--- config.mk ---
export PLATFORM = sky130hd
export DESIGN_NAME = rbk_regfile
export DESIGN_NICKNAME = d
export VERILOG_FILES = /design/src/rtl/rbk_pkg.sv /design/src/rtl/rbk_mode_decode.sv /design/src/rtl/rbk_read_port.sv /design/src/rtl/rbk_bank_store.sv /design/src/rtl/rbk_regfile.sv
export SDC_FILE = /design/constraint.sdc
export NUM_CORES = 2
export LEC_CHECK = 0
export BUFFER_PORTS_ARGS = -buffer_cell sky130_fd_sc_hd__buf_4
export CORE_ASPECT_RATIO = 0.75
export CORE_MARGIN = 4
export CORE_UTILIZATION = 35
export CTS_CLUSTER_DIAMETER = 60
export DETAILED_ROUTE_END_ITERATION = 6
export PLACE_DENSITY = 0.59
export SLEW_MARGIN = 20
export SYNTH_ARGS = -nofsm -noshare
export SYNTH_HDL_FRONTEND = slang
export SYNTH_SLANG_ARGS = --single-unit
--- constraint.sdc ---
create_clock -name clk -period 3.95 [get_ports clk]
set_clock_uncertainty 0.1 [all_clocks]
set_input_delay 0.79 -clock clk [delete_from_list [all_inputs] [get_ports clk]]
set_output_delay 0.79 -clock clk [all_outputs]
set_load 0.05 [all_outputs]
--- src/rtl/rbk_pkg.sv ---
package rbk_pkg;
  localparam int NREG    = 16;
  localparam int IDXW    = $clog2(NREG);
  localparam int MODEW   = 5;
  localparam int NHI     = 5;   // registers 8..12
  localparam int HI_LO   = 8;
  localparam int NSTK    = 2;   // registers 13..14
  localparam int STK_LO  = 13;
  localparam int NSTKB   = 6;   // stack-pair copies
  localparam int NSAVED  = 5;   // saved-status words
  localparam int SLOTW   = 3;

  typedef enum logic [MODEW-1:0] {
    M_USR = 5'b10000,
    M_FIQ = 5'b10001,
    M_IRQ = 5'b10010,
    M_SVC = 5'b10011,
    M_ABT = 5'b10111,
    M_UND = 5'b11011,
    M_SYS = 5'b11111
  } mode_e;

  // stack-pair slot numbers (slot 0 = User/System)
  localparam logic [SLOTW-1:0] STK_USR = 3'd0;
  localparam logic [SLOTW-1:0] STK_SVC = 3'd1;
  localparam logic [SLOTW-1:0] STK_ABT = 3'd2;
  localparam logic [SLOTW-1:0] STK_UND = 3'd3;
  localparam logic [SLOTW-1:0] STK_IRQ = 3'd4;
  localparam logic [SLOTW-1:0] STK_FIQ = 3'd5;

  typedef struct packed {
    logic             valid;
    logic             fiq;
    logic             has_saved;
    logic [SLOTW-1:0] stk_slot;
    logic [SLOTW-1:0] sav_slot;
  } mode_info_t;
endpackage

--- src/rtl/rbk_mode_decode.sv ---
module rbk_mode_decode
  import rbk_pkg::*;
(
  input  logic [MODEW-1:0] mode_i,
  output mode_info_t       info_o
);
  always_comb begin
    info_o = '0;
    unique case (mode_i)
      M_USR, M_SYS: begin
        info_o.valid    = 1'b1;
        info_o.stk_slot = STK_USR;
      end
      M_SVC: begin
        info_o = '{valid: 1'b1, fiq: 1'b0, has_saved: 1'b1, stk_slot: STK_SVC, sav_slot: 3'd0};
      end
      M_ABT: begin
        info_o = '{valid: 1'b1, fiq: 1'b0, has_saved: 1'b1, stk_slot: STK_ABT, sav_slot: 3'd1};
      end
      M_UND: begin
        info_o = '{valid: 1'b1, fiq: 1'b0, has_saved: 1'b1, stk_slot: STK_UND, sav_slot: 3'd2};
      end
      M_IRQ: begin
        info_o = '{valid: 1'b1, fiq: 1'b0, has_saved: 1'b1, stk_slot: STK_IRQ, sav_slot: 3'd3};
      end
      M_FIQ: begin
        info_o = '{valid: 1'b1, fiq: 1'b1, has_saved: 1'b1, stk_slot: STK_FIQ, sav_slot: 3'd4};
      end
      default: info_o = '0;
    endcase
  end
endmodule

--- src/rtl/rbk_read_port.sv ---
module rbk_read_port
  import rbk_pkg::*;
#(
  parameter int DW = 32
) (
  input  logic [NREG-1:0][DW-1:0] act_i,
  input  logic [NHI-1:0][DW-1:0]  hi_usr_i,
  input  logic [NSTK-1:0][DW-1:0] stk_usr_i,
  input  logic                    cur_fiq_i,
  input  logic                    cur_usrsys_i,
  input  logic [IDXW-1:0]         idx_i,
  input  logic                    user_i,
  output logic [DW-1:0]           data_o
);
  logic in_hi, in_stk;
  logic [SLOTW-1:0] hi_off;
  logic             stk_off;

  assign in_hi   = (idx_i >= IDXW'(HI_LO)) && (idx_i < IDXW'(HI_LO + NHI));
  assign in_stk  = (idx_i >= IDXW'(STK_LO)) && (idx_i < IDXW'(STK_LO + NSTK));
  assign hi_off  = SLOTW'(idx_i - IDXW'(HI_LO));
  assign stk_off = 1'(idx_i - IDXW'(STK_LO));

  always_comb begin
    data_o = act_i[idx_i];
    if (user_i && in_hi && cur_fiq_i)
      data_o = hi_usr_i[hi_off];
    else if (user_i && in_stk && !cur_usrsys_i)
      data_o = stk_usr_i[stk_off];
  end
endmodule

--- src/rtl/rbk_bank_store.sv ---
module rbk_bank_store
  import rbk_pkg::*;
#(
  parameter int            DW         = 32,
  parameter logic [DW-1:0] RST_STK    = 32'h0300_7F00,
  parameter logic [DW-1:0] RST_PC     = 32'h0800_0000,
  parameter logic [DW-1:0] RST_STK_IQ = 32'h0300_7FA0,
  parameter logic [DW-1:0] RST_STK_SV = 32'h0300_7FE0
) (
  input  logic                    clk,
  input  logic                    rst_n,
  input  logic                    wr_en,
  input  logic [IDXW-1:0]         wr_idx,
  input  logic                    wr_user,
  input  logic [DW-1:0]           wr_data,
  input  logic                    sav_we,
  input  logic [DW-1:0]           sav_wdata,
  input  logic                    swap,
  input  logic                    cur_fiq,
  input  logic [SLOTW-1:0]        cur_stk,
  input  logic                    cur_has,
  input  logic [SLOTW-1:0]        cur_sav,
  input  logic                    nxt_fiq,
  input  logic [SLOTW-1:0]        nxt_stk,
  input  logic                    nxt_has,
  input  logic [SLOTW-1:0]        nxt_sav,
  output logic [NREG-1:0][DW-1:0] act_o,
  output logic [NHI-1:0][DW-1:0]  hi_usr_o,
  output logic [NSTK-1:0][DW-1:0] stk_usr_o,
  output logic [DW-1:0]           sav_o
);
  localparam int PC_IDX = NREG - 1;

  logic [NREG-1:0][DW-1:0]           act_q, act_w, act_n;
  logic [1:0][NHI-1:0][DW-1:0]       hib_q, hib_w, hib_n;
  logic [NSTKB-1:0][NSTK-1:0][DW-1:0] stkb_q, stkb_w, stkb_n;
  logic [NSAVED-1:0][DW-1:0]         savb_q, savb_n;
  logic [DW-1:0]                     sav_q, sav_w, sav_n;

  logic             w_hi, w_stk;
  logic [SLOTW-1:0] w_hi_off;
  logic             w_stk_off;

  assign w_hi      = (wr_idx >= IDXW'(HI_LO)) && (wr_idx < IDXW'(HI_LO + NHI));
  assign w_stk     = (wr_idx >= IDXW'(STK_LO)) && (wr_idx < IDXW'(STK_LO + NSTK));
  assign w_hi_off  = SLOTW'(wr_idx - IDXW'(HI_LO));
  assign w_stk_off = 1'(wr_idx - IDXW'(STK_LO));

  // stage 1: the write, seen from the current mode
  always_comb begin
    act_w  = act_q;
    hib_w  = hib_q;
    stkb_w = stkb_q;
    sav_w  = sav_q;
    if (wr_en) begin
      if (wr_user && w_hi && cur_fiq)
        hib_w[0][w_hi_off] = wr_data;
      else if (wr_user && w_stk && (cur_stk != STK_USR))
        stkb_w[STK_USR][w_stk_off] = wr_data;
      else
        act_w[wr_idx] = wr_data;
    end
    if (sav_we && cur_has)
      sav_w = sav_wdata;
  end

  // stage 2: the exchange between live set and copies
  always_comb begin
    act_n  = act_w;
    hib_n  = hib_w;
    stkb_n = stkb_w;
    savb_n = savb_q;
    sav_n  = sav_w;
    if (swap) begin
      for (int i = 0; i < NHI; i++)
        hib_n[cur_fiq][i] = act_w[HI_LO + i];
      for (int k = 0; k < NSTK; k++)
        stkb_n[cur_stk][k] = act_w[STK_LO + k];
      if (cur_has)
        savb_n[cur_sav] = sav_w;
      for (int i = 0; i < NHI; i++)
        act_n[HI_LO + i] = hib_n[nxt_fiq][i];
      for (int k = 0; k < NSTK; k++)
        act_n[STK_LO + k] = stkb_n[nxt_stk][k];
      if (nxt_has)
        sav_n = savb_n[nxt_sav];
    end
  end

  always_ff @(posedge clk or negedge rst_n) begin
    if (!rst_n) begin
      act_q                  <= '0;
      act_q[STK_LO]          <= RST_STK;
      act_q[PC_IDX]          <= RST_PC;
      hib_q                  <= '0;
      stkb_q                 <= '0;
      stkb_q[STK_IRQ][0]     <= RST_STK_IQ;
      stkb_q[STK_SVC][0]     <= RST_STK_SV;
      savb_q                 <= '0;
      sav_q                  <= '0;
    end else begin
      act_q  <= act_n;
      hib_q  <= hib_n;
      stkb_q <= stkb_n;
      savb_q <= savb_n;
      sav_q  <= sav_n;
    end
  end

  assign act_o     = act_q;
  assign hi_usr_o  = hib_q[0];
  assign stk_usr_o = stkb_q[STK_USR];
  assign sav_o     = sav_q;
endmodule

--- src/rtl/rbk_regfile.sv ---
module rbk_regfile
  import rbk_pkg::*;
#(
  parameter int DW = 32
) (
  input  logic                  clk,
  input  logic                  rst_n,
  input  logic [rbk_pkg::IDXW-1:0]  rd_a_idx,
  input  logic                  rd_a_user,
  output logic [DW-1:0]         rd_a_data,
  input  logic [rbk_pkg::IDXW-1:0]  rd_b_idx,
  input  logic                  rd_b_user,
  output logic [DW-1:0]         rd_b_data,
  input  logic                  wr_en,
  input  logic [rbk_pkg::IDXW-1:0]  wr_idx,
  input  logic                  wr_user,
  input  logic [DW-1:0]         wr_data,
  input  logic                  mode_req,
  input  logic [rbk_pkg::MODEW-1:0] mode_new,
  output logic [rbk_pkg::MODEW-1:0] cur_mode,
  output logic                  bad_mode,
  input  logic                  spsr_re,
  input  logic                  spsr_we,
  input  logic [DW-1:0]         spsr_wdata,
  output logic [DW-1:0]         spsr_rdata,
  output logic                  spsr_err
);
  localparam int NRP = 2;

  logic [MODEW-1:0] mode_q;
  mode_info_t       cur, nxt;
  logic             swap;

  logic [NREG-1:0][DW-1:0] act;
  logic [NHI-1:0][DW-1:0]  hi_usr;
  logic [NSTK-1:0][DW-1:0] stk_usr;
  logic [DW-1:0]           sav;

  logic [NRP-1:0][IDXW-1:0] rp_idx;
  logic [NRP-1:0]           rp_user;
  logic [NRP-1:0][DW-1:0]   rp_data;

  rbk_mode_decode u_dec_cur (.mode_i(mode_q),   .info_o(cur));
  rbk_mode_decode u_dec_nxt (.mode_i(mode_new), .info_o(nxt));

  assign swap     = mode_req & nxt.valid;
  assign bad_mode = mode_req & ~nxt.valid;

  always_ff @(posedge clk or negedge rst_n) begin
    if (!rst_n)
      mode_q <= M_SYS;
    else if (swap)
      mode_q <= mode_new;
  end
  assign cur_mode = mode_q;

  rbk_bank_store #(.DW(DW)) u_store (
    .clk       (clk),
    .rst_n     (rst_n),
    .wr_en     (wr_en),
    .wr_idx    (wr_idx),
    .wr_user   (wr_user),
    .wr_data   (wr_data),
    .sav_we    (spsr_we),
    .sav_wdata (spsr_wdata),
    .swap      (swap),
    .cur_fiq   (cur.fiq),
    .cur_stk   (cur.stk_slot),
    .cur_has   (cur.has_saved),
    .cur_sav   (cur.sav_slot),
    .nxt_fiq   (nxt.fiq),
    .nxt_stk   (nxt.stk_slot),
    .nxt_has   (nxt.has_saved),
    .nxt_sav   (nxt.sav_slot),
    .act_o     (act),
    .hi_usr_o  (hi_usr),
    .stk_usr_o (stk_usr),
    .sav_o     (sav)
  );

  assign rp_idx  = {rd_b_idx, rd_a_idx};
  assign rp_user = {rd_b_user, rd_a_user};

  for (genvar g = 0; g < NRP; g++) begin : g_rp
    rbk_read_port #(.DW(DW)) u_rp (
      .act_i        (act),
      .hi_usr_i     (hi_usr),
      .stk_usr_i    (stk_usr),
      .cur_fiq_i    (cur.fiq),
      .cur_usrsys_i (cur.stk_slot == STK_USR),
      .idx_i        (rp_idx[g]),
      .user_i       (rp_user[g]),
      .data_o       (rp_data[g])
    );
  end

  assign rd_a_data  = rp_data[0];
  assign rd_b_data  = rp_data[1];
  assign spsr_rdata = cur.has_saved ? sav : '0;
  assign spsr_err   = (spsr_re | spsr_we) & ~(cur.valid & cur.has_saved);
endmodule

==> results_dict.tcl <==
set metrics [dict create \
    outcome "finished, violations left" \
    violations "negative setup slack" \
    period_needed_ns 4.14 \
    grt_pass1_vias 75000 \
    grt_first_pass_wirelength_mm 532 \
    startpoint_type "register" \
    hold_slack_ns 0.168 \
    setup_viol 53 \
    drive_above_1_share 0.232 \
    ir_drop_v 0.000566 \
    port_buffers 192 \
    nNetsFinal 8433 \
    start_util 0.352 \
    p_comb_frac 0.326 \
    ios 193 \
    path_max_fanout 6 \
    route.antenna.remaining_nets 0 \
    synthToLayoutAreaGrowth_pct 19.6 \
    tightest_slew_ns 1.17 \
    via_per_inst 6.76 \
    fp.dieH_um 426 \
    leakagePower_nw 39.0 \
    nFillCells 21900 \
    cts_tree "done" \
    final_cell_mix "dfrtp_1 (1375), o21ai_0 (841), nor2_1 (834)" \
    cts_buffers 162 \
    syn_nets 8568 \
    gp_congestion 0.931 \
    synth_top_area_frac 0.421 \
    hold_viol 0 \
    htree_levels 4 \
    synthCells 8478 \
    p_seq_frac 0.411 \
    slew_violations 0 \
    routed_wl_mm 370 \
    final_common_cell "dfrtp_1" \
    yosysWarningCount 0 \
    net-switching-power_mw 22.6 \
    synth_area_um2 81600 \
    coreArea_um2 232000 \
    cts_buffer_depth 4 \
    track_usage 0.295 \
    yosysSeqAreaShare 0.434 \
    critPathKind "register to primary output" \
    async_reset_ff_frac 1.00 \
    end_kind "primary output" \
    gr-total-overflow 0 \
    fin_area_um2 97700 \
    synthTopCellsByArea "dfrtp_1 (42%), mux4_2 (11%), a21oi_1 (5.8%)" \
    die-area_um2 241000 \
    antenna_found_initial 18 \
    grt_max_degree 189 \
    synth_cell_type_count 62 \
    max-cap-violations 0 \
    row_count 153 \
    clock_latency_ns 0.86 \
    syn_avg_cell_area_um2 9.63 \
    post-synth-top-area-cell "dfrtp_1" \
    ys_seq_elements 1413 \
    rsz0062_at_grt "true" \
    root_buffer "clkbuf_16" \
    crit_arrival_ns 3.25 \
    hold_path.class "primary input to register" \
    fmax_ghz 0.242 \
    synth_edf_count 0 \
    crit_required_ns 3.06 \
    setup_slack_ns -0.186 \
    p_int_mw 37.3 \
    switching_share 0.377 \
    avgRoutedWirePerCell_um 32.0 \
    initialDrtViolationCount 11700 \
    place_area_um2 89300 \
    dr.pass1.iters 6 \
    cts.clk_slew.worst_paths_ns 0.06 \
    fin_crit_sh 1.05 \
    p_per_area_nw_per_um2 614 \
    max_slew_margin 0.221 \
    cts.sinks 1413 \
    p_clk_frac 0.263 \
    die_w_um 566 \
    dr_total_vias 78300 \
    drc_errors 0 \
    ys.flop_type "dfrtp_1" \
    dp_hpwl_mm 220 \
]
-- registers in the layout, indices dropped and copies added (netlist names) --
name / count
u_store.hib_q: 160
u_store.stkb_q: 320
u_store.hi_usr_o: 160
u_store.stk_usr_o: 64
u_store.act_o: 512
u_store.savb_q: 160
u_store.sav_o: 32
cur_mode: 5
-- synthesized netlist by cell type, types with 5 or more instances --
cell type and n:
dfrtp_1 1375, a21oi_1 940, nor2_1 884, o21ai_0 842
clkbuf_1 781, nand2_1 624, mux4_2 384, o22ai_1 370
nor3_1 277, mux2_2 253, a221o_1 188, o211ai_1 159
a221oi_1 158, mux2i_1 135, and3_1 128, o221ai_1 99
a32oi_1 93, buf_2 90, o31ai_1 81, nand3_1 79
nand2b_1 73, buf_1 69, and2_1 41, inv_1 39
dfstp_2 38, a21boi_0 32, a211oi_2 31, o2bb2ai_1 31
a2111oi_2 29, a2111o_1 21, o21a_1 21, o21ai_1 16
or4_1 11, a21o_1 8, a31oi_1 6, buf_4 6
nand4_1 6, o2111ai_1 6, nor2b_1 5, xor2_1 5
-- critical path, stage by stage, from the launching register on --
cell and delay (ns):
dfstp_2 0.56, and4b_2 0.23, a311o_2 0.38, buf_12 0.16, nand3_4 0.12, buf_12 0.19
buf_16 0.17, a21oi_4 0.07, a21oi_4 0.33, buf_8 0.20
-- logic make-up (layout without fill, tap and decap cells) --
family	after synthesis	count (layout)	share of synthesized area
AOI/OAI and AO/OA	3147	3147	0.247
xor gates and xnor gates	5	5	0.000536
buffers and inverters	989	972	0.0475
DFF	1413	1413	0.434
muxes	772	772	0.157
other	0	16	0
and+or+nand+nor	2152	2152	0.114
-- metal layers --
layer,vias up,share of wire,GRT usage
li1,31900,-,-
met4,8,0.061,0.164
met3,1261,0.14,0.0987
met2,6083,0.41,0.413
met1,39000,0.39,0.399
met5,-,0.00034,0.00222
-- cell type report --
cell class / count / area (µm²) / share of cell area
Inverter: 39 / 151 / 0.00155
Timing Repair Buffer: 651 / 7560 / 0.0774
Sequential cell: 1413 / 35400 / 0.363
Multi-Input combinational cell: 6076 / 45300 / 0.463
Tap cell: 3100 / 3880 / 0.0397
Clock buffer: 237 / 4810 / 0.0492
Clock inverter: 45 / 558 / 0.00571
Antenna cell: 16 / 40.0 / 0.000410
-- worst paths after layout --
path / from / to / slack, ns / cells past startpoint
max in group asynchronous: rst_n / u_store.stk_usr_o[30] / 2.01 / 4
min in group asynchronous: rst_n / u_store.savb_q[107] / 0.35 / 2
hold / removal: mode_new[1] / cur_mode[1] / 0.17 / 3
hold reg to reg: u_store.hib_q[263] / u_store.act_o[359] / 0.37 / 2
setup reg to reg: cur_mode[3] / u_store.act_o[359] / 0.16 / 10
setup / recovery: cur_mode[2] / rd_b_data[10] / -0.19 / 9
-- power by group through the flow --
stage,Clock [mW],Sequential (mW),Combinational (mW)
finish,15.8,24.6,19.5
floorplan,0,22.3,13.3
detailed placement,0,24.4,18.1
global placement,0,24.3,17.6
global route,16.5,25.0,20.9
CTS,15.9,24.3,18.8
-- what timing repair did --
action                     4_1_cts  5_1_grt
resized for setup              264      117
buffers inserted                39       12
setup endpoints to repair       97       99
hold buffers                     1        0
gates cloned                     8       11
pin swaps                       26       47
hold endpoints to repair        56        0
-- per-stage QoR --
stage | instances | setup slack [ns] | total power [mW] | setup TNS (ns) | util
after floorplan | 8478 | -0.0345 | 35.6 | -0.663 | -
after global placement | 11200 | -0.0368 | 41.9 | -0.0368 | 0.385
after detailed placement | 11200 | -0.0602 | 42.6 | -0.130 | 0.385
after CTS | 11500 | -0.145 | 59.1 | -5.37 | 0.417
after global routing | 11600 | -0.225 | 62.5 | -7.85 | 0.421
final | 11600 | -0.186 | 59.9 | -3.80 | 0.421
(Power assumes the default switching activity.)
